### config.mk
export PLATFORM = sky130hd
export DESIGN_NAME = sec_bus_arbiter
export DESIGN_NICKNAME = d
export VERILOG_FILES = /design/src/rtl/sba_pkg.sv /design/src/rtl/sba_rr_pick.sv /design/src/rtl/sba_gap_guard.sv /design/src/rtl/sec_bus_arbiter.sv
export SDC_FILE = /design/constraint.sdc
export NUM_CORES = 1
export LEC_CHECK = 0
export ABC_AREA = 1
export BUFFER_PORTS_ARGS = -buffer_cell sky130_fd_sc_hd__buf_4
export CORE_ASPECT_RATIO = 0.5
export CORE_MARGIN = 8
export CORE_UTILIZATION = 50
export CTS_CLUSTER_SIZE = 12
export DETAILED_ROUTE_END_ITERATION = 6
export PLACE_DENSITY = 0.76
export SETUP_SLACK_MARGIN = 0.02
export SYNTH_ARGS = -nofsm -noshare
export SYNTH_HDL_FRONTEND = slang
export SYNTH_SLANG_ARGS = --single-unit
export TNS_END_PERCENT = 50
### constraint.sdc
create_clock -name clk -period 4.95 [get_ports clk]
set_clock_uncertainty 0.1 [all_clocks]
set_input_delay 1.2375 -clock clk [delete_from_list [all_inputs] [get_ports clk]]
set_output_delay 1.2375 -clock clk [all_outputs]
set_load 0.05 [all_outputs]
### src/rtl/sba_pkg.sv
package sba_pkg;
  typedef enum logic {
    ARB_INTERNAL = 1'b0,
    ARB_EXTERNAL = 1'b1
  } arb_mode_e;
endpackage

### src/rtl/sba_rr_pick.sv
module sba_rr_pick #(
  parameter int N  = 10,
  localparam int IW = $clog2(N)
) (
  input  logic [N-1:0]  pend,
  input  logic [IW-1:0] last,
  output logic          found,
  output logic [IW-1:0] idx
);
  always_comb begin
    found = 1'b0;
    idx   = last;
    for (int off = 1; off <= N; off++) begin
      int j;
      j = int'(last) + off;
      if (j >= N) j = j - N;
      if (!found && pend[j]) begin
        found = 1'b1;
        idx   = IW'(j);
      end
    end
  end
endmodule

### src/rtl/sba_gap_guard.sv
module sba_gap_guard #(
  parameter int MIN_GAP = 2,
  localparam int CW  = (MIN_GAP > 1) ? $clog2(MIN_GAP) : 1,
  localparam int LIM = (MIN_GAP > 0) ? MIN_GAP - 1 : 0
) (
  input  logic clk,
  input  logic rst_n,
  input  logic want,
  output logic gnt
);
  logic [CW-1:0] off_cnt;
  logic          gnt_q;

  always_ff @(posedge clk or negedge rst_n) begin
    if (!rst_n) begin
      off_cnt <= CW'(LIM);
      gnt_q   <= 1'b0;
    end else begin
      if (gnt_q) off_cnt <= '0;
      else if (off_cnt != CW'(LIM)) off_cnt <= off_cnt + 1'b1;
      gnt_q <= want && (gnt_q || off_cnt == CW'(LIM));
    end
  end

  assign gnt = gnt_q;

  generate
    if (MIN_GAP == 2) begin : g_gap_chk

      dead_time_chk: assert property (@(posedge clk) disable iff (!rst_n)
        $fell(gnt_q) |=> !gnt_q);
    end
  endgenerate
endmodule

### src/rtl/sec_bus_arbiter.sv
module sec_bus_arbiter #(
  parameter int N_EXT   = 9,
  parameter int MIN_GAP = 2
) (
  input  logic             clk,
  input  logic             rst_n,
  input  logic             ext_mode,
  input  logic             frame_n,
  input  logic             irdy_n,
  input  logic             own_req,
  input  logic [N_EXT-1:0] req_n,
  output logic [N_EXT-1:0] gnt_n,
  output logic             own_gnt,
  output logic             park
);
  import sba_pkg::*;

  localparam int N_ALL  = N_EXT + 1;
  localparam int IW     = $clog2(N_ALL);
  localparam int BRIDGE = N_EXT;

  arb_mode_e        mode;
  logic [N_ALL-1:0] pend;
  logic [N_ALL-1:0] line;
  logic [IW-1:0]    owner_q, owner_d, pick_idx;
  logic             pick_found, idle, live, rearb;

  assign mode = arb_mode_e'(ext_mode);
  assign pend = {own_req, ~req_n};
  assign idle = frame_n & irdy_n;
  assign live = line[owner_q];
  assign rearb = !pend[owner_q] || (idle && live);

  sba_rr_pick #(.N(N_ALL)) u_pick (
    .pend  (pend),
    .last  (owner_q),
    .found (pick_found),
    .idx   (pick_idx)
  );

  always_comb begin
    if (mode == ARB_EXTERNAL) owner_d = IW'(BRIDGE);
    else if (rearb)           owner_d = pick_found ? pick_idx : IW'(BRIDGE);
    else                      owner_d = owner_q;
  end

  always_ff @(posedge clk or negedge rst_n) begin
    if (!rst_n) owner_q <= IW'(BRIDGE);
    else        owner_q <= owner_d;
  end

  generate
    for (genvar i = 0; i < N_ALL; i++) begin : g_line
      sba_gap_guard #(.MIN_GAP(MIN_GAP)) u_guard (
        .clk   (clk),
        .rst_n (rst_n),
        .want  (mode == ARB_INTERNAL && owner_d == IW'(i)),
        .gnt   (line[i])
      );
    end
  endgenerate

  always_comb begin
    if (mode == ARB_EXTERNAL) begin
      gnt_n    = '1;
      gnt_n[0] = ~(own_req & rst_n);
      own_gnt  = rst_n & ~req_n[0];
    end else begin
      gnt_n   = ~line[N_EXT-1:0];
      own_gnt = rst_n & line[BRIDGE];
    end
  end

  assign park = own_gnt & idle;


  reset_quiet_chk: assert property (@(posedge clk)
    !rst_n |-> ((&gnt_n) && !park && !own_gnt));


  one_owner_chk: assert property (@(posedge clk) disable iff (!rst_n)
    !ext_mode |-> $onehot0({own_gnt, ~gnt_n}));


  ext_pins_chk: assert property (@(posedge clk) disable iff (!rst_n)
    ext_mode |-> ((&gnt_n[N_EXT-1:1]) && gnt_n[0] == !own_req && own_gnt == !req_n[0]));

  generate
    for (genvar k = 0; k < N_EXT; k++) begin : g_hold

      busy_hold_chk: assert property (@(posedge clk) disable iff (!rst_n)
        (!ext_mode && !frame_n && !gnt_n[k] && !req_n[k]) |=> !gnt_n[k]);
    end
  endgenerate
endmodule

Yosys cells after proc, flatten, opt, wreduce, memory -nomap -nowiden
Index checks and enable logic that the tools add are counted.
Operators by class
  magnitude comparators: 21
  muxes and demuxes: 89
  equal/unequal tests: 9
  bitwise logic cells: 10
  add/sub/neg operators: 30
  reductions and logical operators: 52
Operators with widths (count)
  32-bit by 5-bit greater-or-equal comparator with 1-bit output (second input constant): 10
  32-bit by 6-bit less-than comparator with 1-bit output (second input constant): 10
  32-bit 2-to-1 mux: 10
  32-bit by 5-bit subtractor with 32-bit output (second input constant): 10
  1-bit 2-to-1 mux: 53
  4-bit 2-to-1 mux: 13
  1-bit binary-select mux with 4-bit select: 12
  1-bit logical AND: 30
  4-bit by 3-bit adder with 5-bit output (second input constant): 4
  9-bit NOT: 2
  4-bit by 3-bit equality test with 1-bit output (second input constant): 4
  4-bit by 4-bit adder with 5-bit output (second input constant): 3
  1-bit logical OR: 11
  1-bit adder (second input constant): 10
  4-bit by 2-bit adder with 5-bit output (second input constant): 2
  1-bit logical NOT: 10
  9-bit 2-to-1 mux: 1
  4-bit by 2-bit equality test with 1-bit output (second input constant): 2
  4-bit equality test (second input constant): 2
  4-bit by 1-bit adder with 5-bit output (second input constant): 1
  1-bit bitwise AND: 5
  4-bit by 5-bit less-than comparator with 1-bit output (second input constant): 1
  4-bit by 1-bit equality test with 1-bit output (second input constant): 1
  4-bit logical NOT: 1
  1-bit NOT: 3
Word-level totals
  output and inout port bits: 11
  input port bits: 15
  register bits after elaboration: 24
  logic and storage cells: 232

Depth between registers and ports, before layout
Gate-level depths: netlist of the first run.
  depth in word-level cells: 40
  depth in mapped cells: 30

Cells and area by module
From an unflattened synthesis of the first run, not the netlist that was laid out.
Unflattened totals
  cell total of the unflattened synthesis: 655
  area total of the unflattened synthesis: 3703.6 µm²
By module, submodules not included
  sba_rr_pick: instances 1, area each 2301.0 µm², seq. area each 0.0 µm², cells an instance 456
  sec_bus_arbiter: instances 1, area each 739.5 µm², seq. area each 102.6 µm², cells an instance 139
  sba_gap_guard: instances 10, area each 66.3 µm², seq. area each 51.3 µm², cells an instance 6

Worst setup path after synthesis of the first run
Ideal clock, no wire load.
  path kind: input to output
  start: in ext_mode
  end: out park
  arrival: 2.894 ns
  cell stages on the path: 4
  slack: 0.719 ns
  cell sequence: inv_1 -> clkbuf_1 -> a21oi_1 -> and3_1
Between the ends
  word-level cells in the longest chain between the ends: 2
Ends and longest elaborated chain
  from (decl): RTL line sec_bus_arbiter.sv:7  | input logic ext_mode,
  1-bit 2-to-1 mux: RTL line sec_bus_arbiter.sv:64  | if (mode == ARB_EXTERNAL) begin
  via own_gnt: RTL line sec_bus_arbiter.sv:13  | output logic own_gnt,
  1-bit bitwise AND: RTL line sec_bus_arbiter.sv:74  | assign park = own_gnt & idle;
  to (decl): RTL line sec_bus_arbiter.sv:14  | output logic park
The timed path passes the listed nets, and every way through them passes these cells.

Worst setup path in the final report of the first run
  start: reg owner_q[0]
  end: reg g_line[1].u_guard.gnt_q
Between the ends
  word-level cells in the longest chain between the ends: 40
  elaborated cells on any way between the ends: 121
  those cells by class: add/sub (20); order compare (10); eq/ne (1); mux (67); reduce/logical (23)
Ends and longest elaborated chain
  from (decl): RTL line sec_bus_arbiter.sv:25  | logic [IW-1:0] owner_q, owner_d, pick_idx;
  from (signal assigned): RTL line sec_bus_arbiter.sv:48  | if (!rst_n) owner_q <= IW'(BRIDGE);
  from (signal assigned): RTL line sec_bus_arbiter.sv:49  | else owner_q <= owner_d;
  4-bit by 1-bit adder with 5-bit output: RTL line sba_rr_pick.sv:15  | j = int'(last) + off;
  32-bit by 5-bit subtractor with 32-bit output / 32-bit by 5-bit greater-or-equal comparator with 1-bit output (equally long branches): RTL line sba_rr_pick.sv:16  | if (j >= N) j = j - N;
  32-bit 2-to-1 mux: RTL line sba_rr_pick.sv:16
  1-bit binary-select mux with 4-bit select: RTL line sba_rr_pick.sv:17  | if (!found && pend[j]) begin
  1-bit 2-to-1 mux (not written as such) (2 in a row): RTL line sba_rr_pick.sv:17
  1-bit 2-to-1 mux: RTL line sba_rr_pick.sv:17
  1-bit logical NOT: RTL line sba_rr_pick.sv:17
  1-bit logical AND: RTL line sba_rr_pick.sv:17
  (+23 left out)
  1-bit logical AND: RTL line sba_rr_pick.sv:17
  4-bit 2-to-1 mux / 1-bit 2-to-1 mux (equally long branches): RTL line sba_rr_pick.sv:17
  4-bit 2-to-1 mux: RTL line sec_bus_arbiter.sv:43  | else if (rearb) owner_d = pick_found ? pick_idx : IW'(BRIDGE);
  4-bit 2-to-1 mux *: RTL line sec_bus_arbiter.sv:43
  4-bit 2-to-1 mux *: RTL line sec_bus_arbiter.sv:42  | if (mode == ARB_EXTERNAL) owner_d = IW'(BRIDGE);
  4-bit by 1-bit equality test with 1-bit output *: RTL line sec_bus_arbiter.sv:57  | .want (mode == ARB_INTERNAL && owner_d == IW'(i)),
  1-bit logical AND *: RTL line sec_bus_arbiter.sv:57
  1-bit logical AND *: RTL line sba_gap_guard.sv:21  | gnt_q <= want && (gnt_q || off_cnt == CW'(LIM));
  to (signal assigned): RTL line sba_gap_guard.sv:21
  to (decl): RTL line sba_gap_guard.sv:12  | logic gnt_q;
Every way passes the cells marked *; elsewhere a longest branch is shown, timed or not. The select of a mux whose other input is x is not followed.

==> results.cfg, run 1 <==
[run_status]
status = completed

[synth]
synthArstFlopShare = 1.00
yosysTopAreaCellShare = 0.192
ys.flop_type = dfstp_2
synth_area_sq_um = 3720
yosys.cell_count.top_type = nand2_1
synth_cells = 620
synth.area.top_cells = nand2_1, nand3_1, dfstp_2
ys_types = 48
synth_seq_cells = 24
netlist.top_cell.by_area = nand2_1
yosysWarningCount = 0
synth_edf_count = 0
synth_fp_nets = 658
syn_area_per_cell_sq_um = 5.99
synth_commonest_cells = nand2_1, nand3_1, inv_1, nor2_1, o21ai_0
ys_seq_area_frac = 0.166

[timing]
slew_headroom = 0.602
worst_pin_slew_ns = 0.593
hold_slack_ns = 0.327
fin_ws_ns = 0.475
slew_viol_final = 0
rsz0062_at_grt = false
fmax_ghz = 0.223
fin_crit_ns = 4.47
fin_tns_setup_ns = 0
hold_viol = 0
setup_violations = 0
fin_crit_sh = 0.904

[clock_tree]
cts_root_buf = clkbuf_16
cts_resized = 0
cts-buffers-inserted = 3
htreeDepth = 1
post_cts_buffers = 0
clock_sinks = 24
path_clk_slew_ns = 0.06
clk_path_buf_depth = 2
clk_latency_ns = 0.25
cts_hold_buffers = 0
cts_tree = built

[place]
post-dp-hpwl_um = 8440
place_ws_ns = 0.667
place.gp.congestion = 1.01
io_buffers = 25

[worst_setup_path]
r2r_slack_ns = 0.48
critPathKind = reg -> reg
arrival_ns = 4.55
endpoint_kind = flop
path_max_fanout = 32
start_kind = flop
critical_path_required_ns = 5.03

[cells_and_area]
area_growth_pct = 9.83
drive_gt1_frac = 0.174
antenna_cells = 0
final_nets = 682

[floorplanning]
fp.dieW_um = 138
rows = 22
ioPinCount = 26
die_h_um = 77.0
start_util = 0.511
die-area_sq_um = 10600
design.core.area_sq_um = 7270

[route]
routed_wl_um = 10700
post-route-drc-count = 0
antenna_left = 0
drt_iter0_markers = 446
vias_per_cell = 5.55
vias = 4102
wl_per_cell_um = 14.5
first_pass_iters = 5

[global_routing]
grt.total_usage = 0.204
grt-ovfl-total = 0
grt_max_degree = 33
antenna_found_initial = 0
grt_pass1_vias = 3938
grt_pass1_wl_um = 18200

[run]
cap_violations = 0

[min_path]
hp-class = reg -> reg
==> path summary, 6_finish.rpt <==
check / start / end / cells after the start
worst max-delay path: owner_q[0] / g_line[1].u_guard.gnt / 20
worst min-delay path: g_line[6].u_guard.gnt / g_line[6].u_guard.off_cnt / 1
worst max register to register: owner_q[0] / g_line[1].u_guard.gnt / 20
worst min register to register: g_line[6].u_guard.gnt / g_line[6].u_guard.off_cnt / 1
max in group asynchronous: rst_n / owner_q[0] / 1
min in group asynchronous: rst_n / g_line[9].u_guard.gnt / 1
==> cells by family (layout without fill, tap and decap cells) <==
logic type | Yosys count | after routing | synth area share
xor gates and xnor gates | 10 | 10 | 0.0276
buffers and inverters | 93 | 116 | 0.109
adders and majority gates | 23 | 23 | 0.0795
and+or+nand+nor | 402 | 402 | 0.508
muxes | 1 | 1 | 0.00269
AOI/OAI and AO/OA | 67 | 67 | 0.107
DFF | 24 | 24 | 0.166
==> layout make-up <==
cell class | instances | area (sq um)
inverters | 79 | 297
flip-flops and latches | 24 | 616
clock buffers | 3 | 75.1
well taps | 96 | 120
repair buffers | 33 | 248
fillers | 727 | 3190
clock inverters | 1 | 30.0
multi-input cells | 503 | 2700
==> metrics by stage <==
step	utilization	instances	cell area, sq um
floorplan	-	620	3720
global placement	0.547	735	3980
detailed placement	0.547	735	3980
CTS	0.562	739	4080
global route	0.562	739	4080
finish	0.562	739	4080
==> placed cells by master, fill, tap and decap left out, drive strengths merged, types with 2 or more instances in the layout <==
master / instances
nor2: 48
dfstp: 12
o21a: 2
dfrtp: 12
a21boi: 2
or2: 11
o21bai: 2
nand2: 213
nor3: 2
clkbuf: 3
nand3: 110
ha: 22
o211ai: 2
nand2b: 2
and3: 2
o21ai: 38
inv: 78
xor2: 9
nand4: 13
a21oi: 18
buf: 33
==> layer usage <==
metal / global-route usage / routed length [um] / vias to the layer above
met2: 0.339 / 4860 / 176
met5: 0 / 0 / -
met1: 0.267 / 4860 / 1851
li1: - / - / 2049
met4: 0.0543 / 196 / 0
met3: 0.0306 / 836 / 26
==> registers in the layout, indices dropped and copies added, names as in the netlist <==
signal / count
owner_q: 4
g_line.u_guard.gnt: 10
g_line.u_guard.off_cnt: 10
==> critical path: stages (launching register included) <==
cell	delay, ns
dfstp_2	0.88
inv_2	0.25
ha_1	0.48
inv_2	0.13
ha_1	0.23
xor2_1	0.20
nand2_1	0.09
nand2_1	0.10
or2_1	0.15
nand2_2	0.08
nor2_2	0.39
nand4_1	0.35
o21ai_0	0.16
inv_1	0.06
nand2_1	0.06
nand2_1	0.05
nand2_1	0.08
nand3_1	0.10
nand2_2	0.14
nand3_1	0.17
nor2_1	0.15
Power of run 1 is left out: the tool's default activity adds up to more than one toggle a clock period on the data nets, which glitch-free logic cannot reach.
==> run 2, diff against run 1 <==
--- a/config.mk
+++ b/config.mk
@@ -5,7 +5,6 @@
 export SDC_FILE = /design/constraint.sdc
 export NUM_CORES = 1
 export LEC_CHECK = 0
-export ABC_AREA = 1
 export BUFFER_PORTS_ARGS = -buffer_cell sky130_fd_sc_hd__buf_4
 export CORE_ASPECT_RATIO = 0.5
 export CORE_MARGIN = 8
==> results.cfg, run 2 <==
[worst_setup_path]
arrival_ns = 4.82
crit_slowest_cell = dfstp_2
r2r_slack_ns = 0.22
crit_path_start = owner_q[0]
ff2ff_path_depth = 16
worst-path-buf-inv = 3
start_kind = flop
critPathCapture = g_line[7].u_guard.gnt
cp_slowest_stage_delay_ns = 0.56
path_depth = 16
endpoint_kind = flop
reg2reg_from = owner_q[0]
critical_path_required_ns = 5.04
crit_chain = inv_2, ha_1, xnor2_2, inv_1, ha_1, a221oi_1, mux2i_2, mux2i_2, o31a_1, or4b_1, a31o_1, a21oi_1, o31ai_1, a221oi_2, buf_4, o2111a_1
critPathKind = reg -> reg
crit_family = compound AO/OA/AOI/OAI gates
rr_endpoint = g_line[7].u_guard.gnt
path_max_fanout = 7

[cells_and_area]
final_cell_mix = buf_4, a21oi_1, nand2_1
final_common_cell = buf_4
antenna_cells = 0
multi_input_comb_area_sq_um = 3380
drive_gt1_frac = 0.237
area_growth_pct = 11.3
seq_area_sq_um = 617
final_nets = 587
nFillCells = 733

[timing]
fin_ws_ns = 0.218
fin_crit_sh = 0.956
fin_tns_setup_ns = 0
slew_headroom = 0.552
setup_violations = 0
slew_viol_final = 0
hold_viol = 0
rsz0062_at_grt = false
worst_pin_slew_ns = 0.666
fin_crit_ns = 4.73
fmax_ghz = 0.211

[run_status]
status = completed

[route]
vias_per_cell = 6.91
antenna_left = 0
routed_wl_um = 13900
first_pass_iters = 6
post-route-drc-count = 0
drt_iter0_markers = 652
wl_per_cell_um = 21.1
vias = 4561

[clock_tree]
clk_path_buf_depth = 2
cts-buffers-inserted = 3
clock_sinks = 24
clk_latency_ns = 0.25
cts_tree = built
path_clk_slew_ns = 0.06
cts_root_buf = clkbuf_16
cts_hold_buffers = 0
htreeDepth = 1

[floorplanning]
start_util = 0.523
rows = 23
die_h_um = 81.2
ioPinCount = 26
die-area_sq_um = 11900
design.core.area_sq_um = 8140
fp.dieW_um = 146

[global_routing]
grt_pass1_wl_um = 22100
grt_max_degree = 39
grt.total_usage = 0.227
grt-ovfl-total = 0
grt_pass1_vias = 4189
antenna_found_initial = 0

[synth]
syn_area_per_cell_sq_um = 8.14
yosys.cell_count.top_type = a21oi_1
synth_fp_nets = 561
yosysTopAreaCellShare = 0.0741
synth.area.top_cells = dfstp_2, dfrtp_1, ha_1
synth_commonest_cells = a21oi_1, nand2_1, nor2_1, o21ai_0
ys.flop_type = dfstp_2
ys_seq_area_frac = 0.145
ys_types = 101
yosysWarningCount = 0
synth_seq_cells = 24
synth_area_sq_um = 4260
synth_edf_count = 0
synthArstFlopShare = 1.00
netlist.top_cell.by_area = dfstp_2
synth_cells = 523

[min_path]
hp-class = reg -> reg
hp-start = g_line[0].u_guard.gnt

[place]
place_ws_ns = 0.247
post-dp-hpwl_um = 10600
place.gp.congestion = 1.02
io_buffers = 25

[run]
cap_violations = 0
==> run 2: cell count changes after synthesis, sizes merged, moves of 8 or more <==
cell and delta:
nand3 -100, mux2i +16, nor2b +8, xor2 -8
nand2b +18, nand2 -183, a211oi +12, a31oi +12
mux2 +8, a21oi +19, nor3 +20, nor2 -21
inv -49, clkbuf +11
==> run 2: logic make-up (layout without fill, tap and decap cells) <==
| family | after synthesis | after routing | share of synthesized area |
|---|---|---|---|
| mux | 31 | 31 | 0.0938 |
| flops | 24 | 24 | 0.145 |
| simple gates | 189 | 189 | 0.272 |
| compound gates | 188 | 188 | 0.328 |
| xor+xnor | 9 | 9 | 0.0288 |
| fa+ha+maj | 23 | 23 | 0.0694 |
| buf+inv | 59 | 84 | 0.0632 |
==> run 2: per-stage QoR <==
stage | utilization | instances | instance area, sq um | hold slack, ns
after floorplan | - | 523 | 4260 | 0.291
after global placement | 0.564 | 653 | 4600 | 0.327
after detailed placement | 0.564 | 653 | 4600 | 0.327
after CTS | 0.577 | 657 | 4700 | 0.336
after global routing | 0.582 | 660 | 4740 | 0.347
final | 0.582 | 660 | 4740 | 0.329
==> run 2: how the worst min path moves through the flow <==
stage               depth (start not counted)                   endpoint  slack (ns)
finish                                      1  g_line[0].u_guard.off_cnt        0.33
detailed placement                          1  g_line[0].u_guard.off_cnt        0.33
floorplan                                   1  g_line[0].u_guard.off_cnt        0.29
global route                                1  g_line[0].u_guard.off_cnt        0.35
CTS                                         1  g_line[0].u_guard.off_cnt        0.34
global placement                            1  g_line[0].u_guard.off_cnt        0.33
==> run 2: layout make-up <==
class                   count  share of cell area
clock buffers               3              0.0158
well taps                 112              0.0296
repair buffers             51              0.0808
clock inverters             1             0.00634
inverters                  29              0.0230
flip-flops and latches     24               0.130
multi-input cells         440               0.714
==> run 2: routing by layer <==
layer	vias up	track usage	wire length, um	share of wire
met3	43	0.0200	1340	0.096
met2	281	0.382	6230	0.45
met5	-	0	0	0
met4	0	0.0714	318	0.023
met1	2153	0.308	6030	0.43
li1	2084	-	-	-
==> run 2: repair_timing <==
item / 4_1_cts / 5_1_grt
setup buffers: 0 / 3
endpoints found under the setup margin: 0 / 8
gates resized for setup: 0 / 3
Power of run 2 is left out for the same reason.
